**config.mk**
```make
export PLATFORM = sky130hd
export DESIGN_NAME = trig_hold_seq
export DESIGN_NICKNAME = d
export VERILOG_FILES = /design/src/rtl/ths_pkg.sv /design/src/rtl/ths_chan_timer.sv /design/src/rtl/ths_hold_ctrl.sv /design/src/rtl/ths_readout.sv /design/src/rtl/trig_hold_seq.sv
export SDC_FILE = /design/constraint.sdc
export NUM_CORES = 2
export LEC_CHECK = 0
export CAP_MARGIN = 5
export CELL_PAD_IN_SITES_DETAIL_PLACEMENT = 1
export CELL_PAD_IN_SITES_GLOBAL_PLACEMENT = 1
export CORE_MARGIN = 3
export CORE_UTILIZATION = 50
export DETAILED_ROUTE_END_ITERATION = 10
export PLACE_DENSITY = 0.89
export SYNTH_ARGS = -nofsm -noshare
export SYNTH_HDL_FRONTEND = slang
export SYNTH_HIERARCHICAL = 1
export SYNTH_SLANG_ARGS = --single-unit
export TNS_END_PERCENT = 1
```
**constraint.sdc**
```tcl
create_clock -name clk -period 12.8 [get_ports clk]
set_input_delay 1.92 -clock clk [delete_from_list [all_inputs] [get_ports clk]]
set_output_delay 1.92 -clock clk [all_outputs]
set_load 0.005 [all_outputs]
```
**src/rtl/ths_pkg.sv**
```systemverilog
`timescale 1ns/1ps
package ths_pkg;

    parameter int TIME_W = 12;
    parameter int DLY_W  = 10;
    parameter int CHG_W  = 8;

    typedef enum logic [1:0] {
        HM_EXT     = 2'd0,
        HM_LOCAL   = 2'd1,
        HM_PEER    = 2'd2,
        HM_EXT_ALT = 2'd3
    } hold_mode_e;

    typedef enum logic [1:0] {
        ST_ARMED = 2'd0,
        ST_DELAY = 2'd1,
        ST_READ  = 2'd2,
        ST_DONE  = 2'd3
    } seq_state_e;

    typedef struct packed {
        logic              hit;
        logic [TIME_W-1:0] stamp;
        logic [CHG_W-1:0]  charge;
    } chan_rec_t;

    function automatic logic [TIME_W-1:0] sat_inc(input logic [TIME_W-1:0] v);
        return (&v) ? v : v + 1'b1;
    endfunction

endpackage

```
**src/rtl/ths_chan_timer.sv**
```systemverilog
`timescale 1ns/1ps
module ths_chan_timer
    import ths_pkg::*;
(
    input  logic                 clk,
    input  logic                 rst,
    input  logic                 clr,
    input  logic                 run,
    input  logic                 fire,
    input  logic                 hit,
    input  logic [CHG_W-1:0]     charge_in,
    output chan_rec_t            rec
);

    chan_rec_t rec_q;

    // Counter starts on first hit, counts while armed, freezes at the hold edge.
    always_ff @(posedge clk) begin
        if (rst || clr) begin
            rec_q <= '0;
        end else if (fire) begin
            rec_q.charge <= charge_in;
        end else if (run) begin
            if (rec_q.hit) begin
                rec_q.stamp <= sat_inc(rec_q.stamp);
            end else if (hit) begin
                rec_q.hit <= 1'b1;
            end
        end
    end

    assign rec = rec_q;

endmodule

```
**src/rtl/ths_hold_ctrl.sv**
```systemverilog
`timescale 1ns/1ps
module ths_hold_ctrl
    import ths_pkg::*;
(
    input  logic             clk,
    input  logic             rst,
    input  logic             cfg_load,
    input  logic [1:0]       cfg_mode,
    input  logic [DLY_W-1:0] cfg_delay,
    input  logic             any_hit,
    input  logic             ext_hold,
    input  logic             trig_line_in,
    input  logic             clear,
    input  logic             read_done,
    output logic             fire,
    output logic             run,
    output logic             clr_pulse,
    output logic             hold_out,
    output logic             trig_drive
);

    hold_mode_e       mode_q;
    logic [DLY_W-1:0] delay_q;
    logic [DLY_W-1:0] cnt_q;
    seq_state_e       state_q;
    logic             hold_q;
    logic             drive_q;

    logic armed;
    logic ext_sel;
    logic start;

    always_ff @(posedge clk) begin
        if (rst) begin
            mode_q  <= HM_EXT;
            delay_q <= '0;
        end else if (cfg_load) begin
            mode_q  <= hold_mode_e'(cfg_mode);
            delay_q <= cfg_delay;
        end
    end

    always_comb begin
        armed   = (state_q == ST_ARMED) || (state_q == ST_DELAY);
        ext_sel = (mode_q == HM_EXT) || (mode_q == HM_EXT_ALT);
        start   = (state_q == ST_ARMED) &&
                  (((mode_q == HM_LOCAL) && any_hit) ||
                   ((mode_q == HM_PEER) && trig_line_in && !drive_q));
        fire    = ((state_q == ST_ARMED) && ext_sel && ext_hold) ||
                  ((state_q == ST_DELAY) && (cnt_q == '0));
        run       = armed && !fire;
        clr_pulse = (state_q == ST_DONE) && clear;
    end

    always_ff @(posedge clk) begin
        if (rst) begin
            state_q <= ST_ARMED;
            cnt_q   <= '0;
        end else begin
            case (state_q)
                ST_ARMED: begin
                    if (fire) begin
                        state_q <= ST_READ;
                    end else if (start) begin
                        state_q <= ST_DELAY;
                        cnt_q   <= delay_q;
                    end
                end
                ST_DELAY: begin
                    if (fire) state_q <= ST_READ;
                    else      cnt_q   <= cnt_q - 1'b1;
                end
                ST_READ: begin
                    if (read_done) state_q <= ST_DONE;
                end
                default: begin
                    if (clear) state_q <= ST_ARMED;
                end
            endcase
        end
    end

    always_ff @(posedge clk) begin
        if (rst) begin
            hold_q  <= 1'b0;
            drive_q <= 1'b0;
        end else begin
            hold_q <= fire;
            if (fire)                drive_q <= 1'b0;
            else if (run && any_hit) drive_q <= 1'b1;
        end
    end

    assign hold_out   = hold_q;
    assign trig_drive = drive_q;

endmodule

```
**src/rtl/ths_readout.sv**
```systemverilog
`timescale 1ns/1ps
module ths_readout
    import ths_pkg::*;
#(
    parameter int NUM_CH   = 64,
    localparam int IDX_W   = $clog2(NUM_CH)
) (
    input  logic                         clk,
    input  logic                         rst,
    input  logic                         fire,
    input  chan_rec_t [NUM_CH-1:0]       recs,
    input  logic                         rd_ready,
    output logic                         rd_valid,
    output logic [IDX_W-1:0]             rd_chan,
    output logic                         rd_hit,
    output logic [TIME_W-1:0]            rd_time,
    output logic [CHG_W-1:0]             rd_charge,
    output logic                         done
);

    localparam logic [IDX_W-1:0] LAST = IDX_W'(NUM_CH - 1);

    logic             valid_q;
    logic [IDX_W-1:0] idx_q;
    logic             accept;
    chan_rec_t        sel;

    assign accept = valid_q && rd_ready;
    assign done   = accept && (idx_q == LAST);

    always_ff @(posedge clk) begin
        if (rst) begin
            valid_q <= 1'b0;
            idx_q   <= '0;
        end else if (fire) begin
            valid_q <= 1'b1;
            idx_q   <= '0;
        end else if (accept) begin
            if (idx_q == LAST) valid_q <= 1'b0;
            else               idx_q   <= idx_q + 1'b1;
        end
    end

    assign sel       = recs[idx_q];
    assign rd_valid  = valid_q;
    assign rd_chan   = idx_q;
    assign rd_hit    = sel.hit;
    assign rd_time   = sel.stamp;
    assign rd_charge = sel.charge;

endmodule

```
**src/rtl/trig_hold_seq.sv**
```systemverilog
`timescale 1ns/1ps
module trig_hold_seq
    import ths_pkg::*;
#(
    parameter int NUM_CH  = 64,
    localparam int IDX_W  = $clog2(NUM_CH)
) (
    input  logic                    clk,
    input  logic                    rst,
    input  logic                    cfg_load,
    input  logic [1:0]              cfg_mode,
    input  logic [DLY_W-1:0]        cfg_delay,
    input  logic [NUM_CH-1:0]       ch_hit,
    input  logic [NUM_CH*CHG_W-1:0] ch_charge,
    input  logic                    ext_hold,
    input  logic                    trig_line_in,
    output logic                    trig_drive,
    output logic                    hold_out,
    input  logic                    clear,
    input  logic                    rd_ready,
    output logic                    rd_valid,
    output logic [IDX_W-1:0]        rd_chan,
    output logic                    rd_hit,
    output logic [TIME_W-1:0]       rd_time,
    output logic [CHG_W-1:0]        rd_charge
);

    logic fire;
    logic run;
    logic clr_pulse;
    logic read_done;
    chan_rec_t [NUM_CH-1:0] recs;

    ths_hold_ctrl ctrl_i (
        .clk          (clk),
        .rst          (rst),
        .cfg_load     (cfg_load),
        .cfg_mode     (cfg_mode),
        .cfg_delay    (cfg_delay),
        .any_hit      (|ch_hit),
        .ext_hold     (ext_hold),
        .trig_line_in (trig_line_in),
        .clear        (clear),
        .read_done    (read_done),
        .fire         (fire),
        .run          (run),
        .clr_pulse    (clr_pulse),
        .hold_out     (hold_out),
        .trig_drive   (trig_drive)
    );

    for (genvar i = 0; i < NUM_CH; i++) begin : g_chan
        ths_chan_timer timer_i (
            .clk       (clk),
            .rst       (rst),
            .clr       (clr_pulse),
            .run       (run),
            .fire      (fire),
            .hit       (ch_hit[i]),
            .charge_in (ch_charge[i*CHG_W +: CHG_W]),
            .rec       (recs[i])
        );
    end

    ths_readout #(.NUM_CH(NUM_CH)) rdo_i (
        .clk       (clk),
        .rst       (rst),
        .fire      (fire),
        .recs      (recs),
        .rd_ready  (rd_ready),
        .rd_valid  (rd_valid),
        .rd_chan   (rd_chan),
        .rd_hit    (rd_hit),
        .rd_time   (rd_time),
        .rd_charge (rd_charge),
        .done      (read_done)
    );

endmodule

```
==> results.py <==
metrics = {
    "grt": {
        "grt_pass1_wl_um": 443900,
        "grt_max_degree": 173,
        "grt_use_total_pct": 38.93,
        "first_global_vias": 69030,
        "grt_antenna_before_repair": 41,
        "overflow": 0,
    },
    "finish": {
        "layout.nets": 8413,
        "layout-drive-gt1-share_pct": 12.29,
        "fillers": 15460,
        "final_area_um2": 84280,
        "syn2layout_area_growth_pct": 16.97,
    },
    "floorplan": {
        "core_area_um2": 142300,
        "start_util_pct": 50.64,
        "die_area_um2": 148700,
        "die_x_um": 385.6,
        "die_h_um": 385.6,
        "rows": 138,
        "ioPinCount": 625,
    },
    "yosys": {
        "yosysTopAreaCell": "dfxtp_1",
        "synth_nets": 7978,
        "synth_flop_cell": "dfxtp_1",
        "syn_inst": 7310,
        "yosysMostFrequentCell": "dfxtp_1",
        "synthDistinctLibCells": 68,
        "synth_edf_count": 0,
        "seq_area_frac_synth_pct": 38.26,
        "synth_top_area_share_pct": 38.26,
        "ys_top_cells_by_count": "1377 x dfxtp_1, 1057 x nor2_1, 633 x mux2i_1",
        "syn_area_um2": 72060,
        "synth.avg_cell_area_um2": 9.857,
        "async_reset_ff_share_pct": 0,
        "yosysWarningCount": 6,
        "synth_area_leaders": "dfxtp_1 38%, mux4_2 9.2%, mux2i_1 8.8%",
        "synth-seq-cells": 1377,
    },
    "timing": {
        "fin_skew_ns": 0.03006,
        "worstMarginPinSlew_ns": 1.565,
        "setup_viol": 0,
        "fin_crit_sh_pct": 60.39,
        "slew_violations": 35,
        "hold_violations": 0,
        "rsz0062_at_grt": "no",
        "slew_headroom_pct": -4.349,
        "setup_tns_ns": 0,
        "fmax_mhz": 129.4,
        "period_needed_ns": 7.730,
    },
    "worst_hold_path": {
        "min_path_type": "register to register",
        "hold_end": "g_chan[2].timer_i/rec[0]",
        "whs_path_depth": 2,
        "min_from": "g_chan[2].timer_i/rec[0]",
    },
    "power_and_ir_drop": {
        "pwr-share-comb_pct": 27.0,
        "swShare_pct": 34.73,
        "p_seq_share_pct": 40.4,
        "power.share.clock_pct": 32.6,
        "peakVddDrop_mv": 0.1849,
        "power.density_cell_area_nw_per_um2": 163.9,
        "internal-power_uw": 9015,
        "switchingPower_uw": 4797,
        "power.leakage_uw": 0.02860,
    },
    "setup_path": {
        "r2r_cells": 12,
        "end_kind": "output pin",
        "rr_endpoint": "g_chan[60].timer_i/rec[18]",
        "reg2reg_setup_slack_ns": 7.16,
        "cp_max_fo": 68,
        "r2r_start": "ctrl_i/state_q[1]",
        "worst_setup_path_start_kind": "register",
        "path_class": "register to output pin",
        "worstPathRequired_ns": 10.88,
        "cp.arrival_ns": 5.81,
    },
    "detailed_routing": {
        "vias": 68240,
        "route.antenna.remaining_nets": 0,
        "drc": 0,
        "via_per_inst": 6.989,
        "drt_iter0_markers": 7424,
        "wire_per_inst_um": 30.71,
        "totalWireLength_um": 299900,
        "firstDrtPassIters": 6,
    },
    "clock_tree": {
        "cts-resized-gates": 0,
        "cts-hold-fix-buffers": 0,
        "clock-sinks": 1377,
        "post_cts_buffers": 0,
        "numCtsBuffers": 153,
        "cts_root_buf": "clkbuf_16",
        "cts_max_level": 4,
        "clock_latency_ns": 0.80,
        "cts_buffer_depth": 3,
        "path_clk_slew_ns": 0.06,
        "cts_tree": "done",
    },
    "job": {
        "maxCapViolations": 0,
    },
    "place": {
        "place_area_um2": 79230,
        "port_buffers": 624,
        "dpl.hpwl_um": 210400,
        "globalplace.congestion": 0.9741,
    },
    "outcome": {
        "status": "finished with violations",
        "violations": "max-slew violations",
    },
}
## worst max-delay path, cell delays in order (launching register included)
cell and delay (ns):
dfxtp_4 0.72, buf_4 0.89, buf_4 0.83, mux4_2 0.60, mux2i_1 0.55, o22a_1 0.47
o311ai_1 0.31, clkdlybuf4s50_1 0.55
## cell usage in the layout (no fill, tap or decap), types with 76 or more instances in the layout
| master | n |
|---|---|
| dfxtp_1 | 1373 |
| nor2_1 | 1055 |
| mux2i_1 | 633 |
| clkdlybuf4s50_1 | 623 |
| a21oi_1 | 398 |
| nand2_1 | 349 |
| mux4_2 | 294 |
| o31ai_1 | 201 |
| nand4_1 | 198 |
| nand3_1 | 195 |
| o21ai_0 | 195 |
| or4_1 | 193 |
| clkbuf_16 | 154 |
| a31oi_1 | 130 |
| or3_1 | 129 |
| xor2_1 | 129 |
| inv_1 | 76 |
## per-stage QoR
stage | utilization, % | hold slack (ns) | setup slack, ns | power (µW) | cells
after global placement | 55.69 | 0.4665 | 6.134 | 8912 | 9479
after floorplan | - | 0.4544 | 3.671 | 7833 | 7310
after detailed placement | 55.69 | 0.4782 | 6.052 | 9153 | 9479
after CTS | 59.18 | 0.4925 | 5.172 | 13720 | 9741
after global routing | 59.22 | 0.5298 | 4.897 | 14260 | 9754
final | 59.24 | 0.4857 | 5.070 | 13810 | 9763
## state kept, by name (all words and copies together), names as in the netlist
| signal | flops |
|---|---|
| rdo_i/rd_chan | 6 |
| ctrl_i/hold_out | 1 |
| ctrl_i/state_q | 2 |
| rdo_i/rd_valid | 1 |
| g_chan.timer_i/rec | 1344 |
| ctrl_i/delay_q | 10 |
| ctrl_i/cnt_q | 10 |
| ctrl_i/trig_drive | 1 |
| ctrl_i/mode_q | 2 |
## cells by family (layout without fill, tap and decap cells)
family | Yosys count | count (layout) | share of synthesized area, %
AOI/OAI and AO/OA | 1505 | 1505 | 15.77
xor gates and xnor gates | 197 | 197 | 2.395
adders and majority gates | 73 | 73 | 1.268
buffers and inverters | 466 | 1008 | 3.006
DFF | 1377 | 1377 | 38.26
muxes | 981 | 981 | 18.83
other | 0 | 21 | 0
and+or+nand+nor | 2711 | 2711 | 20.48
## worst max path at each step
| stage | start | depth (start not counted) | slack (ns) | to |
|---|---|---|---|---|
| floorplan | ext_hold | 9 | 3.67 | g_chan[0].timer_i/rec[15] |
| global placement | rdo_i/rd_chan[1] | 7 | 6.13 | rd_charge[7] |
| detailed placement | rdo_i/rd_chan[1] | 7 | 6.05 | rd_charge[7] |
| CTS | rdo_i/rd_chan[1] | 7 | 5.17 | rd_charge[7] |
| global route | rdo_i/rd_chan[1] | 7 | 4.90 | rd_charge[7] |
| finish | rdo_i/rd_chan[1] | 7 | 5.07 | rd_charge[7] |
## layer usage
metal / GRT usage, % / vias to the layer above / share of wire [%]
met3: 9.868 / 928 / 10
met4: 22.06 / 30 / 6.5
met1: 47.30 / 34370 / 37
met2: 62.78 / 3886 / 46
met5: 0 / - / 0.064
li1: - / 29030 / -
## power by group through the flow
stage | clock network (µW) | registers, µW | logic, µW
3_5_place_dp | 0 | 5600 | 3560
6_report | 4500 | 5580 | 3730
2_1_floorplan | 0 | 5300 | 2530
3_3_place_gp | 0 | 5530 | 3380
5_1_grt | 4710 | 5610 | 3940
4_1_cts | 4530 | 5530 | 3660
## layout make-up
type | instances | area, µm² | share of cell area, %
Clock buffer | 219 | 4398 | 5.218
Multi-Input combinational cell | 5467 | 42360 | 50.26
Timing Repair Buffer | 669 | 6668 | 7.911
Inverter | 77 | 289.0 | 0.3429
Clock inverter | 43 | 571.8 | 0.6784
Sequential cell | 1377 | 27580 | 32.72
Tap cell | 1890 | 2365 | 2.806
Antenna cell | 21 | 52.55 | 0.06235
Power figures use the tool's default switching activity.
